**config.mk**
```make
export PLATFORM = sky130hd
export DESIGN_NAME = swrst_gen
export DESIGN_NICKNAME = d
export VERILOG_FILES = /design/src/rtl/swr_pkg.sv /design/src/rtl/swr_unlock_seq.sv /design/src/rtl/swr_fire_reg.sv /design/src/rtl/swr_stretch.sv /design/src/rtl/swrst_gen.sv
export SDC_FILE = /design/constraint.sdc
export NUM_CORES = 1
export LEC_CHECK = 0
export BUFFER_PORTS_ARGS = -buffer_cell sky130_fd_sc_hd__buf_2
export CORE_MARGIN = 5
export CORE_UTILIZATION = 48
export CTS_CLUSTER_SIZE = 40
export DETAILED_ROUTE_END_ITERATION = 10
export PLACE_DENSITY = 0.76
export SLEW_MARGIN = 10
export SYNTH_ARGS = -nofsm -noshare
export SYNTH_HDL_FRONTEND = slang
export SYNTH_HIERARCHICAL = 1
export SYNTH_SLANG_ARGS = --single-unit
```
**constraint.sdc**
```tcl
create_clock -name clk -period 1.8 [get_ports clk]
set_input_delay 0.09 -clock clk [delete_from_list [all_inputs] [get_ports clk]]
set_output_delay 0.09 -clock clk [all_outputs]
set_load 0.005 [all_outputs]
```
**src/rtl/swr_pkg.sv**
```systemverilog
package swr_pkg;

  localparam int unsigned BYTE_W  = 8;
  localparam int unsigned SEL_W   = 3;
  localparam int unsigned MAX_MS  = 200;
  localparam int unsigned CNT_W   = $clog2(MAX_MS + 1);

  localparam logic [BYTE_W-1:0] KEY_FIRST  = 8'h55;
  localparam logic [BYTE_W-1:0] KEY_SECOND = 8'hAA;
  localparam logic [BYTE_W-1:0] KEY_THIRD  = 8'h5A;
  localparam logic [BYTE_W-1:0] FIRE_BYTE  = 8'hFF;
  localparam logic [BYTE_W-1:0] IDLE_BYTE  = 8'h00;

  typedef enum logic [1:0] {
    SEQ_IDLE = 2'd0,
    SEQ_ONE  = 2'd1,
    SEQ_TWO  = 2'd2,
    SEQ_OPEN = 2'd3
  } seq_e;

  // Stretch length in millisecond ticks for a duration code.
  function automatic logic [CNT_W-1:0] stretch_ms(input logic [SEL_W-1:0] sel);
    logic [CNT_W-1:0] v;
    case (sel)
      3'd0:    v = CNT_W'(25);
      3'd1:    v = CNT_W'(200);
      3'd2:    v = CNT_W'(100);
      3'd3:    v = CNT_W'(50);
      3'd4:    v = CNT_W'(16);
      3'd5:    v = CNT_W'(8);
      3'd6:    v = CNT_W'(4);
      default: v = CNT_W'(2);
    endcase
    return v;
  endfunction

  // Next state of the key sequence for one byte written to the key register.
  function automatic seq_e seq_step(input seq_e cur, input logic [BYTE_W-1:0] b);
    seq_e nxt;
    if (cur == SEQ_ONE && b == KEY_SECOND)     nxt = SEQ_TWO;
    else if (cur == SEQ_TWO && b == KEY_THIRD) nxt = SEQ_OPEN;
    else if (b == KEY_FIRST)                   nxt = SEQ_ONE;
    else                                       nxt = SEQ_IDLE;
    return nxt;
  endfunction

endpackage

```
**src/rtl/swr_unlock_seq.sv**
```systemverilog
module swr_unlock_seq
  import swr_pkg::*;
(
  input  logic              clk,
  input  logic              arst_n,
  input  logic              hold_clr,
  input  logic              key_wr,
  input  logic [BYTE_W-1:0] key_byte,
  input  logic              consume,
  output logic              gate_open,
  output logic              seq_armed
);

  seq_e state_q;
  seq_e state_d;

  always_comb begin
    state_d = state_q;
    if (hold_clr)     state_d = SEQ_IDLE;
    else if (consume) state_d = SEQ_IDLE;
    else if (key_wr)  state_d = seq_step(state_q, key_byte);
  end

  always_ff @(posedge clk or negedge arst_n) begin
    if (!arst_n) state_q <= SEQ_IDLE;
    else         state_q <= state_d;
  end

  assign gate_open = (state_q == SEQ_OPEN);
  assign seq_armed = (state_q != SEQ_IDLE);

endmodule

```
**src/rtl/swr_fire_reg.sv**
```systemverilog
module swr_fire_reg
  import swr_pkg::*;
(
  input  logic              clk,
  input  logic              arst_n,
  input  logic              reg_wr,
  input  logic [BYTE_W-1:0] wdata,
  input  logic              done,
  output logic [BYTE_W-1:0] reg_val,
  output logic              fire
);

  assign fire = reg_wr && (wdata == FIRE_BYTE);

  always_ff @(posedge clk or negedge arst_n) begin
    if (!arst_n)    reg_val <= IDLE_BYTE;
    else if (done)  reg_val <= IDLE_BYTE;
    else if (fire)  reg_val <= FIRE_BYTE;
  end

endmodule

```
**src/rtl/swr_stretch.sv**
```systemverilog
module swr_stretch
  import swr_pkg::*;
(
  input  logic             clk,
  input  logic             arst_n,
  input  logic             start,
  input  logic             tick,
  input  logic [CNT_W-1:0] limit,
  output logic             active,
  output logic             done
);

  logic [CNT_W-1:0] cnt_q;
  logic             last_tick;

  assign last_tick = (cnt_q >= (limit - CNT_W'(1)));
  assign done      = active && tick && !start && last_tick;

  always_ff @(posedge clk or negedge arst_n) begin
    if (!arst_n) begin
      active <= 1'b1;
      cnt_q  <= '0;
    end else if (start) begin
      active <= 1'b1;
      cnt_q  <= '0;
    end else if (done) begin
      active <= 1'b0;
      cnt_q  <= '0;
    end else if (active && tick) begin
      cnt_q  <= cnt_q + CNT_W'(1);
    end
  end

endmodule

```
**src/rtl/swrst_gen.sv**
```systemverilog
module swrst_gen
  import swr_pkg::*;
#(
  parameter logic [7:0] KEY_ADDR  = 8'hC5,
  parameter logic [7:0] FIRE_ADDR = 8'hC6
) (
  input  logic       clk,
  input  logic       arst_n,
  input  logic       ext_rst_req,
  input  logic       tick_ms,
  input  logic [2:0] dur_sel,
  input  logic       bus_wr,
  input  logic [7:0] bus_addr,
  input  logic [7:0] bus_wdata,
  output logic [7:0] bus_rdata,
  output logic       rst_out
);

  logic             rst_act;
  logic             wr_ok;
  logic             key_wr;
  logic             fire_wr;
  logic             seq_open;
  logic             seq_armed;
  logic             sw_fire;
  logic             stretch_done;
  logic             hold_clr;
  logic             start;
  logic [7:0]       reg_val;
  logic [CNT_W-1:0] limit;

  assign wr_ok    = bus_wr && !rst_act;
  assign key_wr   = wr_ok && (bus_addr == KEY_ADDR);
  assign fire_wr  = wr_ok && (bus_addr == FIRE_ADDR) && seq_open;
  assign hold_clr = rst_act || ext_rst_req;
  assign start    = ext_rst_req || sw_fire;
  assign limit    = stretch_ms(dur_sel);

  swr_unlock_seq u_seq (
    .clk       (clk),
    .arst_n    (arst_n),
    .hold_clr  (hold_clr),
    .key_wr    (key_wr),
    .key_byte  (bus_wdata),
    .consume   (fire_wr),
    .gate_open (seq_open),
    .seq_armed (seq_armed)
  );

  swr_fire_reg u_reg (
    .clk     (clk),
    .arst_n  (arst_n),
    .reg_wr  (fire_wr),
    .wdata   (bus_wdata),
    .done    (stretch_done),
    .reg_val (reg_val),
    .fire    (sw_fire)
  );

  swr_stretch u_str (
    .clk    (clk),
    .arst_n (arst_n),
    .start  (start),
    .tick   (tick_ms),
    .limit  (limit),
    .active (rst_act),
    .done   (stretch_done)
  );

  assign rst_out   = rst_act;
  assign bus_rdata = (bus_addr == FIRE_ADDR) ? reg_val : IDLE_BYTE;

endmodule

```
-- After elaboration in Yosys (flattened, before gate mapping)
Index checks and enable logic that the tools add are counted.
- $lt $le $gt $ge: 1
- multiplexer cells: 15
- add/subtract/negate cells: 2
- equal/unequal tests: 15
- reduce and logical (&&, ||, !) cells: 19
- operators with widths (operator ; number):
    case mux 8 bit (7 select lines) ; 1
    2-to-1 mux 8 bit ; 6
    equality test 8 bit, second input constant ; 4
    equality test 8 x 7 -> 1 bit, second input constant ; 2
    logical AND 1 bit ; 10
    2-to-1 mux 2 bit ; 5
    equality test 3 bit, second input constant ; 3
    adder 8 x 1 -> 8 bit, second input constant ; 1
    >= comparator 8 bit ; 1
    subtractor 8 x 1 -> 8 bit, second input constant ; 1
    equality test 3 x 2 -> 1 bit, second input constant ; 2
    nonzero test 3 bit ; 2
    equality test 2 bit, second input constant ; 2
    nonzero test 2 bit ; 2
    equality test 3 x 1 -> 1 bit, second input constant ; 1
    logical NOT 3 bit ; 1
    2-to-1 mux 1 bit ; 3
    equality test 2 x 1 -> 1 bit, second input constant ; 1
    logical NOT 1 bit ; 2
    logical OR 1 bit ; 2
- output and inout bits: 9
- logic and storage cells: 56
- register bits: 19
- input port bits: 24

-- Depth between registers and ports, before layout
- depth in word-level cells: 11
- gate-level depth with buffers: 12
- depth with buffers taken out: 12

-- By module
Netlist, hierarchy kept.
- by module, submodules not included (module ; area each (um^2) ; cells each ; times used):
    swr_stretch ; 772.0 ; 86 ; 1
    swrst_gen ; 217.7 ; 35 ; 1
    swr_unlock_seq ; 173.9 ; 19 ; 1
    swr_fire_reg ; 118.9 ; 15 ; 1

-- Worst setup path before layout
No wires, ideal clock.
- path type: in2reg
- from: input dur_sel[1]
- to: register u_str.cnt_q[4]
- data required time: 1.731 ns
- library setup time: 0.069 ns
- stages: 10
- buffers on the path: 0
- data arrival time: 2.116 ns
- path slack: -0.385 ns
- cell sequence: nor2b_1 o21ba_2 nor4_1 xnor2_1 ha_1 a21oi_1 o21a_1 o311ai_2 or3_1 nand3_1
- cells in the longest elaborated chain, start to end: 7
- elaborated cells on any way between the ends: 14
- classes of those cells: add/sub (1); order compare (1); eq/ne (6); mux (3); reduce/logical (3)
- RTL lines (item ; RTL line ; RTL):
    start: declaration ; swrst_gen.sv:11 ; input logic [2:0] dur_sel,
    equality test 3 bit, or another cell as far along ; swr_pkg.sv:24 ; case (sel)
    case mux 8 bit (7 select lines) * ; swr_pkg.sv:24 ;
    via limit[4] ; swrst_gen.sv:30 ; logic [CNT_W-1:0] limit;
    subtractor 8 x 1 -> 8 bit * ; swr_stretch.sv:16 ; assign last_tick = (cnt_q >= (limit - CNT_W'(1)));
    >= comparator 8 bit * ; swr_stretch.sv:16 ;
    logical AND 1 bit * ; swr_stretch.sv:17 ; assign done = active && tick && !start && last_tick;
    2-to-1 mux 8 bit ; swr_stretch.sv:26 ; end else if (done) begin
    2-to-1 mux 8 bit ; swr_stretch.sv:23 ; end else if (start) begin
    end signal: assignment ; swr_stretch.sv:30 ; cnt_q <= cnt_q + CNT_W'(1);
    end: declaration ; swr_stretch.sv:13 ; logic [CNT_W-1:0] cnt_q;
The timed path passes the listed nets; every way through them passes the cells marked *.
A chain may end at the register's enable or synchronous reset.

-- Worst setup path in the final report
- from: input dur_sel[1]
- to: register u_reg.reg_val[6]
- cells in the longest elaborated chain, start to end: 6
- elaborated cells on any way between the ends: 13
- classes of those cells: add/sub (1); order compare (1); eq/ne (6); mux (2); reduce/logical (3)
- RTL lines (item ; RTL line ; RTL):
    equality test 3 bit, or another cell as far along ; swr_pkg.sv:24 ;
    case mux 8 bit (7 select lines) * ; swr_pkg.sv:24 ;
    via limit[1] ; swrst_gen.sv:30 ;
    subtractor 8 x 1 -> 8 bit * ; swr_stretch.sv:16 ;
    >= comparator 8 bit * ; swr_stretch.sv:16 ;
    logical AND 1 bit * ; swr_stretch.sv:17 ;
    via stretch_done ; swrst_gen.sv:26 ; logic stretch_done;
    2-to-1 mux 8 bit or nonzero test 2 bit (tied branches) ; n/a ;
    end signal: assignment ; swr_fire_reg.sv:16 ; if (!arst_n) reg_val <= IDLE_BYTE;
    end signal: assignment ; swr_fire_reg.sv:17 ; else if (done) reg_val <= IDLE_BYTE;
    end signal: assignment ; swr_fire_reg.sv:18 ; else if (fire) reg_val <= FIRE_BYTE;
    end: declaration ; swr_fire_reg.sv:9 ; output logic [BYTE_W-1:0] reg_val,
Marked as above.

==> qor.yml <==
run_status: "complete, but fails checks"
failed_checks: "setup timing"
initial_antenna_violation_count: 0
die-height_um: 61.57
via_count: 1449
finalCriticalPeriod_ps: 2045
first_global_vias: 1373
setup_viol: 10
rsz_0062_raised_after_global_routing: "true"
synth_area_per_cell_um2: 8.287
setup.worst_path.start_class: "input port"
grt_first_pass_wirelength_mm: 6.044
wire_per_inst_um: 16.14
critical_path.cell_chain: "buf_12, and2_4, inv_4, buf_4, nand3_4, nor2_1, xnor2_1, ha_1, a21oi_2, o21ai_1, o21a_1, nand4b_1, o32ai_2"
crit_slowest_cell: "ha_1"
drt-total-wl_mm: 3.939
worstSkewPairLatency_ps: 280
floorplan.initialDensity_pct: 51.05
slew_headroom_pct: 75.59
worst_ep_required_time_ps: 2000
hold_viol: 0
synth.cell_area_mm2: 0.001276
worstMarginPinSlew_ps: 365.3
fin_nets: 249
power.density_mw_per_mm2: 454.8
drt_pass1_iterations: 4
drt.antenna.violating_nets: 0
worstHoldStart: "tick_ms"
yosysWarnings: 6
critical_path.endpoint_type: "flop"
path_clk_slew_ps: 90
timing.final.max_slew_violations: 0
grt_util_all_layers_pct: 21.16
cts_buffer_depth: 2
global_route.overflow_total: 0
die_width_um: 61.57
place_worst_setup_slack_ps: -542.3
finalCritPeriodShare_pct: 113.6
gp_routability_congestion: 0.8022
synthToLayoutAreaGrowth_pct: 52.45
drc_errors_left: 0
grt_start_max_net_pins: 13
hold_path_class: "input port to flop"
detailedPlacementHpwl_mm: 2.678
cts_buffers: 3
antenna_cells: 0
critical_path.max_fanout: 7
drive_above_1_share_pct: 50.47
timing_worst_setup_path_type: "input port to flop"
placed_area_mm2: 0.001707
endpoint_arrival_time_on_the_critical_path_ps: 2240
number_of_max_cap_violations: 0
cts_tree: "built"
via_per_inst: 5.939
ctsHtreeMaxLevel: 1
setup_ws_ps: -244.6
core_area_mm2: 0.002500
io_pins: 33
placementRows: 18
timing.critical_path.max_delay_family: "compound AO/OA/AOI/OAI gates"
timing.fmax_mhz: 489.1
critical-path-max-stage-delay_ps: 300
worst_ir_drop_vdd_mv: 0.4228
path_buf_inv: 3
library_cell_used_as_clock_root_buffer: "clkbuf_4"
syn_nets: 188
r2r-start: "u_str/active"
drtIter0Drc: 113
die_footprint_mm2: 0.003790
critical_path_start: "dur_sel[1]"
final_area_mm2: 0.001946
clkSinkCount: 12
port-buffer-count: 32
synthesis.instances: 154
worst_clock_skew_ps: 4.077
leakagePower_nw: 0.9274
layer usage:
metal / vias to the layer above / part of all wire (%) / track usage [%]
li1: 685 / - / -
met1: 683 / 37 / 22.94
met2: 69 / 54 / 41.41
met3: 12 / 6.9 / 4.822
met4: 0 / 1.8 / 3.939
met5: - / 0 / 0
through the flow:
step | TNS [ps] | util [%] | hold WS (ps) | total power [mW] | cells
floorplan | -1468 | - | -205.6 | 0.5426 | 154
global placement | -4284 | 68.27 | -15.12 | 0.5803 | 229
detailed placement | -4952 | 68.27 | -11.74 | 0.5924 | 229
CTS | -1394 | 75.38 | 100.8 | 0.8605 | 241
global route | -2407 | 77.83 | 106.1 | 0.9369 | 244
finish | -1792 | 77.83 | 105.5 | 0.8849 | 244
registers in the layout, indices dropped and copies added, names as in the netlist:
signal / cells
u_reg/reg_val: 1
u_seq/state_q: 2
u_str/active: 1
u_str/cnt_q: 8
layout make-up:
type                    count  area (um2)
well taps                  30       37.54
repair buffers             64       426.7
fillers                   165       554.3
multi-input cells         117        1075
flip-flops and latches     12       301.5
clock buffers               4       36.28
inverters                  17       68.82
worst register-to-register path: stages (launching register included):
cell and delay (ps):
dfstp_2 530, nand3b_1 150, nor3_4 60, nand4_1 120, nor3_2 70, or2_4 270
nor2_4 150, o311ai_4 160, or3_1 330, o21ai_1 80
timing repair:
item | CTS | global route
hold buffers | 1 | 0
buffers inserted | 7 | 3
endpoints found under the setup margin | 10 | 10
resized for setup | 23 | 7
pin swaps | 24 | 9
endpoints found under the hold margin | 12 | 0
power breakdown:
part	internal, mW	leakage [nW]	switching (mW)
clock network	0.123	0.0210	0.104
registers	0.280	0.159	0.0170
logic	0.178	0.748	0.182
path summary, 6_finish.rpt:
check | end | slack [ps] | cells after the start
max | u_reg/reg_val[6] | -240 | 13
max in group asynchronous | u_str/active | 1310 | 2
min in group asynchronous | u_str/cnt_q[4] | 210 | 2
min | u_str/active | 110 | 3
min reg2reg | u_str/cnt_q[7] | 590 | 1
max reg2reg | u_str/cnt_q[3] | -200 | 9
layout by cell type (no fill, tap or decap), types with 4 or more instances in the layout:
cell type,count
a21oi_1,4
buf_4,32
dfrtp_1,11
buf_2,29
a21oi_2,5
nand3_1,8
inv_1,13
nor3_1,10
ha_1,7
o21ai_1,5
nand2_1,9
xnor2_1,5
Note: power is estimated with default switching activity, not from simulation.
